**src/rtl/gpio_irq_pkg.sv**
```systemverilog
package gpio_irq_pkg;

   localparam int unsigned OFS_OE   = 32'h00;
   localparam int unsigned OFS_IN   = 32'h04;
   localparam int unsigned OFS_SET  = 32'h0C;
   localparam int unsigned OFS_CLR  = 32'h10;
   localparam int unsigned OFS_EN   = 32'h14;
   localparam int unsigned OFS_TYP  = 32'h18;
   localparam int unsigned OFS_POL  = 32'h1C;
   localparam int unsigned OFS_PEND = 32'h20;
   localparam int unsigned OFS_MASK = 32'h24;

   typedef enum logic [3:0] {
      SEL_OE, SEL_IN, SEL_SET, SEL_CLR, SEL_EN,
      SEL_TYP, SEL_POL, SEL_PEND, SEL_MASK, SEL_NONE
   } reg_sel_e;

   function automatic reg_sel_e decode_sel(input logic [31:0] a);
      case (a)
         OFS_OE:   return SEL_OE;
         OFS_IN:   return SEL_IN;
         OFS_SET:  return SEL_SET;
         OFS_CLR:  return SEL_CLR;
         OFS_EN:   return SEL_EN;
         OFS_TYP:  return SEL_TYP;
         OFS_POL:  return SEL_POL;
         OFS_PEND: return SEL_PEND;
         OFS_MASK: return SEL_MASK;
         default:  return SEL_NONE;
      endcase
   endfunction

endpackage

```
**src/rtl/gpio_in_sync.sv**
```systemverilog
module gpio_in_sync #(
   parameter int W      = 32,
   parameter int STAGES = 2
) (
   input  logic         clk,
   input  logic         rst_n,
   input  logic [W-1:0] d,
   output logic [W-1:0] q
);
   logic [STAGES-1:0][W-1:0] chain_q;

   always_ff @(posedge clk or negedge rst_n) begin
      if (!rst_n) chain_q[0] <= '0;
      else        chain_q[0] <= d;
   end

   for (genvar s = 1; s < STAGES; s++) begin : g_stage
      always_ff @(posedge clk or negedge rst_n) begin
         if (!rst_n) chain_q[s] <= '0;
         else        chain_q[s] <= chain_q[s-1];
      end
   end

   assign q = chain_q[STAGES-1];
endmodule

```
**src/rtl/gpio_pin_irq.sv**
```systemverilog
module gpio_pin_irq (
   input  logic clk,
   input  logic rst_n,
   input  logic lvl,
   input  logic is_level,
   input  logic act_high,
   input  logic enable,
   input  logic clear,
   output logic pending
);
   logic prev_q;
   logic pend_q;
   logic level_hit;
   logic edge_hit;
   logic pend_d;

   always_ff @(posedge clk or negedge rst_n) begin
      if (!rst_n) prev_q <= 1'b0;
      else        prev_q <= lvl;
   end

   always_comb begin
      level_hit = (lvl == act_high);
      edge_hit  = act_high ? (lvl & ~prev_q) : (~lvl & prev_q);
      if (is_level) pend_d = level_hit & enable;
      else          pend_d = (pend_q & ~clear) | (edge_hit & enable);
   end

   always_ff @(posedge clk or negedge rst_n) begin
      if (!rst_n) pend_q <= 1'b0;
      else        pend_q <= pend_d;
   end

   assign pending = pend_q;
endmodule

```
**src/rtl/gpio_irq_merge.sv**
```systemverilog
module gpio_irq_merge #(
   parameter int W = 32
) (
   input  logic         clk,
   input  logic         rst_n,
   input  logic [W-1:0] pend,
   input  logic [W-1:0] en,
   input  logic [W-1:0] mask,
   output logic         irq
);
   logic irq_q;

   always_ff @(posedge clk or negedge rst_n) begin
      if (!rst_n) irq_q <= 1'b0;
      else        irq_q <= |(pend & en & mask);
   end

   assign irq = irq_q;
endmodule

```
**src/rtl/gpio_irq_bank.sv**
```systemverilog
module gpio_irq_bank #(
   parameter int NUM_PINS    = 32,
   parameter int ADDR_W      = 8,
   parameter int SYNC_STAGES = 2
) (
   input  logic                clk,
   input  logic                rst_n,
   input  logic [ADDR_W-1:0]   bus_addr,
   input  logic                bus_wr,
   input  logic [31:0]         bus_wdata,
   output logic [31:0]         bus_rdata,
   input  logic [NUM_PINS-1:0] pin_in,
   output logic [NUM_PINS-1:0] pin_out,
   output logic [NUM_PINS-1:0] pin_oe,
   output logic                irq
);
   import gpio_irq_pkg::*;

   localparam int N = NUM_PINS;

   initial begin
      assert (NUM_PINS >= 1 && NUM_PINS <= 32) else $error("NUM_PINS out of range");
      assert (ADDR_W >= 6 && ADDR_W <= 32) else $error("ADDR_W out of range");
      assert (SYNC_STAGES >= 2) else $error("SYNC_STAGES below 2");
   end

   logic [N-1:0] oe_q, out_q, en_q, typ_q, pol_q, mask_q;
   logic [N-1:0] pend_q, sync_lvl, clr_vec, wbits;
   reg_sel_e     sel;
   logic         wr_oe, wr_set, wr_clr, wr_en, wr_typ, wr_pol, wr_mask;

   assign sel     = decode_sel(32'(bus_addr));
   assign wbits   = bus_wdata[N-1:0];
   assign wr_oe   = bus_wr && (sel == SEL_OE);
   assign wr_set  = bus_wr && (sel == SEL_SET);
   assign wr_clr  = bus_wr && (sel == SEL_CLR);
   assign wr_en   = bus_wr && (sel == SEL_EN);
   assign wr_typ  = bus_wr && (sel == SEL_TYP);
   assign wr_pol  = bus_wr && (sel == SEL_POL);
   assign wr_mask = bus_wr && (sel == SEL_MASK);
   assign clr_vec = (bus_wr && (sel == SEL_PEND)) ? wbits : '0;

   always_ff @(posedge clk or negedge rst_n) begin
      if (!rst_n) begin
         oe_q   <= '0;
         out_q  <= '0;
         en_q   <= '0;
         typ_q  <= '0;
         pol_q  <= '0;
         mask_q <= '0;
      end else begin
         if (wr_oe)   oe_q   <= wbits;
         if (wr_set)  out_q  <= out_q | wbits;
         if (wr_clr)  out_q  <= out_q & ~wbits;
         if (wr_en)   en_q   <= wbits;
         if (wr_typ)  typ_q  <= wbits;
         if (wr_pol)  pol_q  <= wbits;
         if (wr_mask) mask_q <= wbits;
      end
   end

   gpio_in_sync #(.W(N), .STAGES(SYNC_STAGES)) u_sync (
      .clk   (clk),
      .rst_n (rst_n),
      .d     (pin_in),
      .q     (sync_lvl)
   );

   for (genvar i = 0; i < N; i++) begin : g_pin
      gpio_pin_irq u_cell (
         .clk      (clk),
         .rst_n    (rst_n),
         .lvl      (sync_lvl[i]),
         .is_level (typ_q[i]),
         .act_high (pol_q[i]),
         .enable   (en_q[i]),
         .clear    (clr_vec[i]),
         .pending  (pend_q[i])
      );
   end

   gpio_irq_merge #(.W(N)) u_merge (
      .clk   (clk),
      .rst_n (rst_n),
      .pend  (pend_q),
      .en    (en_q),
      .mask  (mask_q),
      .irq   (irq)
   );

   always_comb begin
      case (sel)
         SEL_OE:           bus_rdata = 32'(oe_q);
         SEL_IN:           bus_rdata = 32'(sync_lvl);
         SEL_SET, SEL_CLR: bus_rdata = 32'(out_q);
         SEL_EN:           bus_rdata = 32'(en_q);
         SEL_TYP:          bus_rdata = 32'(typ_q);
         SEL_POL:          bus_rdata = 32'(pol_q);
         SEL_PEND:         bus_rdata = 32'(pend_q);
         SEL_MASK:         bus_rdata = 32'(mask_q);
         default:          bus_rdata = 32'h0;
      endcase
   end

   assign pin_out = out_q;
   assign pin_oe  = oe_q;
endmodule

```
**config.mk**
```make
export PLATFORM = sky130hd
export DESIGN_NAME = gpio_irq_bank
export DESIGN_NICKNAME = d
export VERILOG_FILES = /design/src/rtl/gpio_irq_pkg.sv /design/src/rtl/gpio_in_sync.sv /design/src/rtl/gpio_pin_irq.sv /design/src/rtl/gpio_irq_merge.sv /design/src/rtl/gpio_irq_bank.sv
export SDC_FILE = /design/constraint.sdc
export NUM_CORES = 1
export LEC_CHECK = 0
export ABC_AREA = 1
export CAP_MARGIN = 40
export CORE_ASPECT_RATIO = 0.75
export CORE_MARGIN = 2
export CORE_UTILIZATION = 35
export CTS_BUF_LIST = sky130_fd_sc_hd__clkbuf_4 sky130_fd_sc_hd__clkbuf_8
export DETAILED_ROUTE_END_ITERATION = 12
export GPL_TIMING_DRIVEN = 0
export HOLD_SLACK_MARGIN = 0.12
export SLEW_MARGIN = 20
export SYNTH_ARGS = -nofsm -noshare
export SYNTH_HDL_FRONTEND = slang
export SYNTH_SLANG_ARGS = --single-unit
export TNS_END_PERCENT = 50
```
**constraint.sdc**
```tcl
create_clock -name clk -period 1.5 [get_ports clk]
set_input_delay 0.15 -clock clk [delete_from_list [all_inputs] [get_ports clk]]
set_output_delay 0.15 -clock clk [all_outputs]
set_load 0.005 [all_outputs]
```
Word-level counts from Yosys, hierarchy flattened
Index checks and enable logic that the tools add are counted.
Word-level totals
  output and inout port bits: 97
  input port bits: 75
  word-level logic and storage cells: 496
  bits in registers: 321
Operators by class
  multiplexer cells: 69
  bitwise logic cells: 293
  equal/unequal tests: 48
  reduce and logical (&&, ||, !) cells: 13
Operators by type and width (number)
  case mux 32 bit (8 select lines): 1
  bitwise AND 1 bit: 160
  bitwise AND 32 bit: 3
  2-to-1 mux 32 bit: 3
  NOT 1 bit: 96
  2-to-1 mux 1 bit: 64
  case mux 4 bit (9 select lines): 1
  == test 1 bit: 32
  == test 8 x 5 -> 1 bit, second input constant: 4
  NOT 32 bit: 1
  bitwise OR 1 bit: 32
  bitwise OR 32 bit: 1
  OR reduction 32 bit: 1
  == test 4 x 3 -> 1 bit, second input constant: 4
  == test 8 x 6 -> 1 bit, second input constant: 2
  == test 4 x 2 -> 1 bit, second input constant: 2
  == test 8 x 3 -> 1 bit, second input constant: 1
  == test 8 x 4 -> 1 bit, second input constant: 1
  logical AND 1 bit: 8
  logical NOT 8 bit: 1
  == test 4 x 1 -> 1 bit, second input constant: 1
  == test 4 bit, second input constant: 1
  logical NOT 4 bit: 1
  nonzero test 2 bit: 1
  OR reduction 2 bit: 1

Depth between registers and ports, before layout
  depth after elaboration: 9
  depth in mapped cells: 9
  mapped depth without buffers: 8

By module
Synthesis repeated with hierarchy kept, for this count alone.
Second synthesis, totals
  cell total of the unflattened synthesis: 2053
  area total of the unflattened synthesis: 15823.9 µm²
By module, submodules not included
  gpio_irq_bank: cells each 1349, sequential area each 4804.6 µm², area an instance 9997.1 µm², times used 1
  gpio_pin_irq: cells each 17, sequential area each 50.0 µm², area an instance 115.1 µm², times used 32
  gpio_in_sync: cells each 96, sequential area each 1601.5 µm², area an instance 1841.8 µm², times used 1
  gpio_irq_merge: cells each 64, sequential area each 25.0 µm², area an instance 301.5 µm², times used 1

Worst setup path before layout
OpenSTA, ideal clock, no wires.
  kind: in2out
  start point: in bus_addr[1]
  end point: out bus_rdata[1]
  arrival time: 1.089 ns
  stages: 8
  path slack: 0.261 ns
  cells stage by stage: nor2_1 > nand2_4 > inv_4 > clkbuf_1 > nand3_1 > nand2_1 > nor2_1 > nand3_1
On the way
  word-level cells in the longest chain between the ends: 5
  elaborated cells between the ends (all ways): 21
  classes of those cells: 16 x eq/ne; 2 x mux; 3 x reduce/logical
Ends and longest elaborated chain
  start, declared: line gpio_irq_bank.sv:8  | input logic [ADDR_W-1:0] bus_addr,
  == test 8 x 6 -> 1 bit (tied with other cells): line gpio_irq_pkg.sv:19  | case (a)
  case mux 4 bit (9 select lines) (*): line gpio_irq_pkg.sv:19
  == test 4 x 2 -> 1 bit: line gpio_irq_bank.sv:92  | case (sel)
  OR reduction 2 bit: line gpio_irq_bank.sv:92
  case mux 32 bit (8 select lines) (*): line gpio_irq_bank.sv:92
  end, declared: line gpio_irq_bank.sv:11  | output logic [31:0] bus_rdata,
Every way passes the cells marked *; elsewhere a longest branch is shown, timed or not.

Worst setup path after layout
  start point: reg pol_q[10]
  end point: out bus_rdata[10]
On the way
  word-level cells in the longest chain between the ends: 1
Ends and longest elaborated chain
  start, declared: line gpio_irq_bank.sv:27  | logic [N-1:0] oe_q, out_q, en_q, typ_q, pol_q, mask_q;
  start signal, assigned: line gpio_irq_bank.sv:57  | if (wr_pol) pol_q <= wbits;
  case mux 32 bit (8 select lines): line gpio_irq_bank.sv:92
No other way between the ends.

==> results.cfg <==
[sta]
hold_ws_ns = -0.5844
post-route-period-util = 1.204
finalSetupTns_ns = -6.086
tightestPinTransition_ns = 0.8894
rsz0062_at_grt = yes
fin_skew_ns = 0.02294
relSlewSlack = 0.4071
max_freq_mhz = 553.9
fin_ws_ns = -0.3054
final_max_slew_viol_count = 0
hold_viol_final = 135
setup_violations = 36
fin_crit_ns = 1.805

[min_path]
min_path_type = primary input to asynchronous set/reset pin

[global_route]
antenna_found_initial = 0
grt_pass1_vias = 15370
gr-usage-all-layers = 0.2851
grt_max_degree = 95
top_usage_layer = met2
grt_first_pass_wirelength_mm = 94.37
overflow = 0
met1_usage = 0.3706
use_met2 = 0.4271
grtUsageMet3 = 0.09221

[pwr]
total_leakage_power_nw = 10.75
sw_frac_of_total = 0.2773
pwr-share-clk = 0.385
p_sw_w = 0.006084
p_seq_frac = 0.465
intPower_w = 0.01586
total_power_w = 0.02194
power_density_nw_per_um2 = 996.4
pwr-share-comb = 0.150
ir_drop_uv = 623.1

[cells_and_area]
final_common_cell = nand2_1
n_antenna_cell = 0
drive_above_1_share = 0.2665
mostFrequentLayoutCells = 472 x nand2_1, 311 x dfrtp_1, 240 x buf_4
n_fill_cell = 3773
nets = 2479
syn_to_final_growth_pct = 47.82
seq_area_sq_um = 8045
finish.instance_area_sq_um = 22020
multi_input_area_sq_um = 6414

[place]
placed_cell_area_sq_um = 17450
gp_congestion = 0.9295
numPortBuffers = 170
hpwl_mm = 39.34

[drt]
wire_per_inst_um = 21.60
firstDrtPassIters = 5
final_antenna_net_count = 0
drt_iter0_drc = 2037
wirelength_mm = 65.06
via_count = 16250
viasPerCell = 5.395
drc = 0

[synthesis]
synth_top_area_frac = 0.5392
synth_nets = 1941
synth-seq-cells = 321
synth_area_leaders = dfrtp_1 54%, nand2_1 12%, nand3_1 8.5%
seq_area_frac_synth = 0.5392
synth_largest_area_cell = dfrtp_1
syn_area_sq_um = 14900
syn_inst = 1866
yosysWarnings = 0
synthDistinctLibCells = 24
syn_area_per_cell_sq_um = 7.983

[outcome]
status = complete, but fails checks
violations = negative hold slack, negative setup slack

[setup_path]
path_common_cell = nand3_2
cp_data_required_time_ns = 1.35
cp-start-kind = flop
cp_cell_sequence = nand3_2 -> nand2_2 -> nor2_2 -> nand3_2 -> buf_2
endpoint_kind = output pin
cpPeakStageDelay_ns = 0.41
crit_path_top_delay_cell = dfrtp_1
crit_type = flop to output pin
critPathArrivalTime_ns = 1.66
critical_path_buf_inv_count = 1
cp_top_family = simple AND/OR/NAND/NOR gates
critPathMaxFanout = 2

[job]
maxCapViolCount = 0

[clock_tree]
cts.sink_count = 321
clockBufferDepth = 3
cts_tree = built
cts_htree_levels = 2
clk_pin_slew_worst_paths_ns = 0.06
clk_root_buffer_cell = clkbuf_8
postCtsHoldBufs = 35
cts_buffers = 53
clock_latency_ns = 0.64

[floorplan]
placementRows = 65
coreArea_sq_um = 42050
io_pins = 172
start_util = 0.3543
dieArea_sq_um = 44250
fp.dieW_um = 242.2
die_h_um = 182.7
[synth_stat cells, drive strengths merged]
cell	instances
a21boi	32
a21oi	32
buf	41
clkbuf	47
dfrtp	321
inv	155
nand2	496
nand3	257
nand3b	1
nand4	34
nor2	221
o21ai	229
[per-layer routing]
metal | part of all wire | vias to the layer above | wire length [um]
li1 | - | 7152 | -
met1 | 0.39 | 7727 | 25270
met2 | 0.43 | 1096 | 27850
met3 | 0.12 | 276 | 8050
met4 | 0.060 | 0 | 3888
met5 | 0 | - | 0
[through the flow]
step / cells / utilization / setup WS [ns] / hold slack (ns)
2_1_floorplan: 1866 / - / 0.2608 / -0.1456
3_3_place_gp: 2605 / 0.4117 / -14.28 / 0.3325
3_5_place_dp: 2612 / 0.4149 / -1.408 / 0.1381
4_1_cts: 2948 / 0.5034 / -0.2517 / -0.5090
5_1_grt: 3012 / 0.5237 / -0.3424 / -0.5538
6_report: 3012 / 0.5237 / -0.3054 / -0.5844
[worst register-to-register path, delay by kind of cell, from the launching register on]
family | cells | cell delay, ns
flip-flops | 1 | 0.44
AND/OR/NAND/NOR | 6 | 0.82
buffers and inverters | 1 | 0.15
[flip-flops by register name, indices dropped and copies added (netlist names), named ones only]
register              flops
en_q                     32
g_pin.u_cell.pending     32
g_pin.u_cell.prev_q      32
mask_q                   32
pin_oe                   32
pol_q                    32
typ_q                    32
u_merge.irq               1
u_sync.chain_q           32
u_sync.q                 32
[final cells by class]
cell class	count	area share
buffer	88	0.03898
clock buffer	87	0.04898
clock inverter	7	0.002841
inverter	155	0.02716
multi-input combinational	1302	0.2913
sequential	321	0.3654
tap	569	0.03233
timing repair buffer	483	0.1931
[worst paths after layout]
check                              startpoint                        to  slack, ns  cells after the start
setup / recovery                    pol_q[10]             bus_rdata[10]      -0.31                      5
hold / removal                          rst_n  g_pin[24].u_cell.pending      -0.58                      1
setup reg to reg                      en_q[7]               u_merge.irq      -0.04                      7
hold reg to reg            u_sync.chain_q[28]              u_sync.q[28]       0.34                      0
max in group asynchronous               rst_n              u_sync.q[16]       0.37                      4
min in group clk                bus_wdata[24]                      flop       0.19                      3
[cell families after synthesis]
logic type,count (synthesis),share of synthesized area
AND/OR/NAND/NOR,1009,0.2897
flip-flops,321,0.5392
AO/OA/AOI/OAI,293,0.1038
buffers and inverters,243,0.06728
[power by group through the flow]
| stage | Clock (W) | Combinational (W) | Sequential, W |
|---|---|---|---|
| 6_report | 0.00845 | 0.00330 | 0.0102 |
| 5_1_grt | 0.00893 | 0.00355 | 0.0103 |
| 4_1_cts | 0.00848 | 0.00291 | 0.0101 |
| 3_5_place_dp | 0 | 0.00195 | 0.0104 |
| 3_3_place_gp | 0 | 0.00186 | 0.0105 |
| 2_1_floorplan | 0 | 0.000906 | 0.0102 |
[timing repair]
item / in CTS / in global routing
setup buffers: 206 / 64
pin swaps: 133 / 103
hold endpoints to repair: 171 / 135
resized for setup: 493 / 153
gates cloned: 2 / 1
setup endpoints to repair: 210 / 125
No activity file was read; power rests on OpenSTA's default activity.
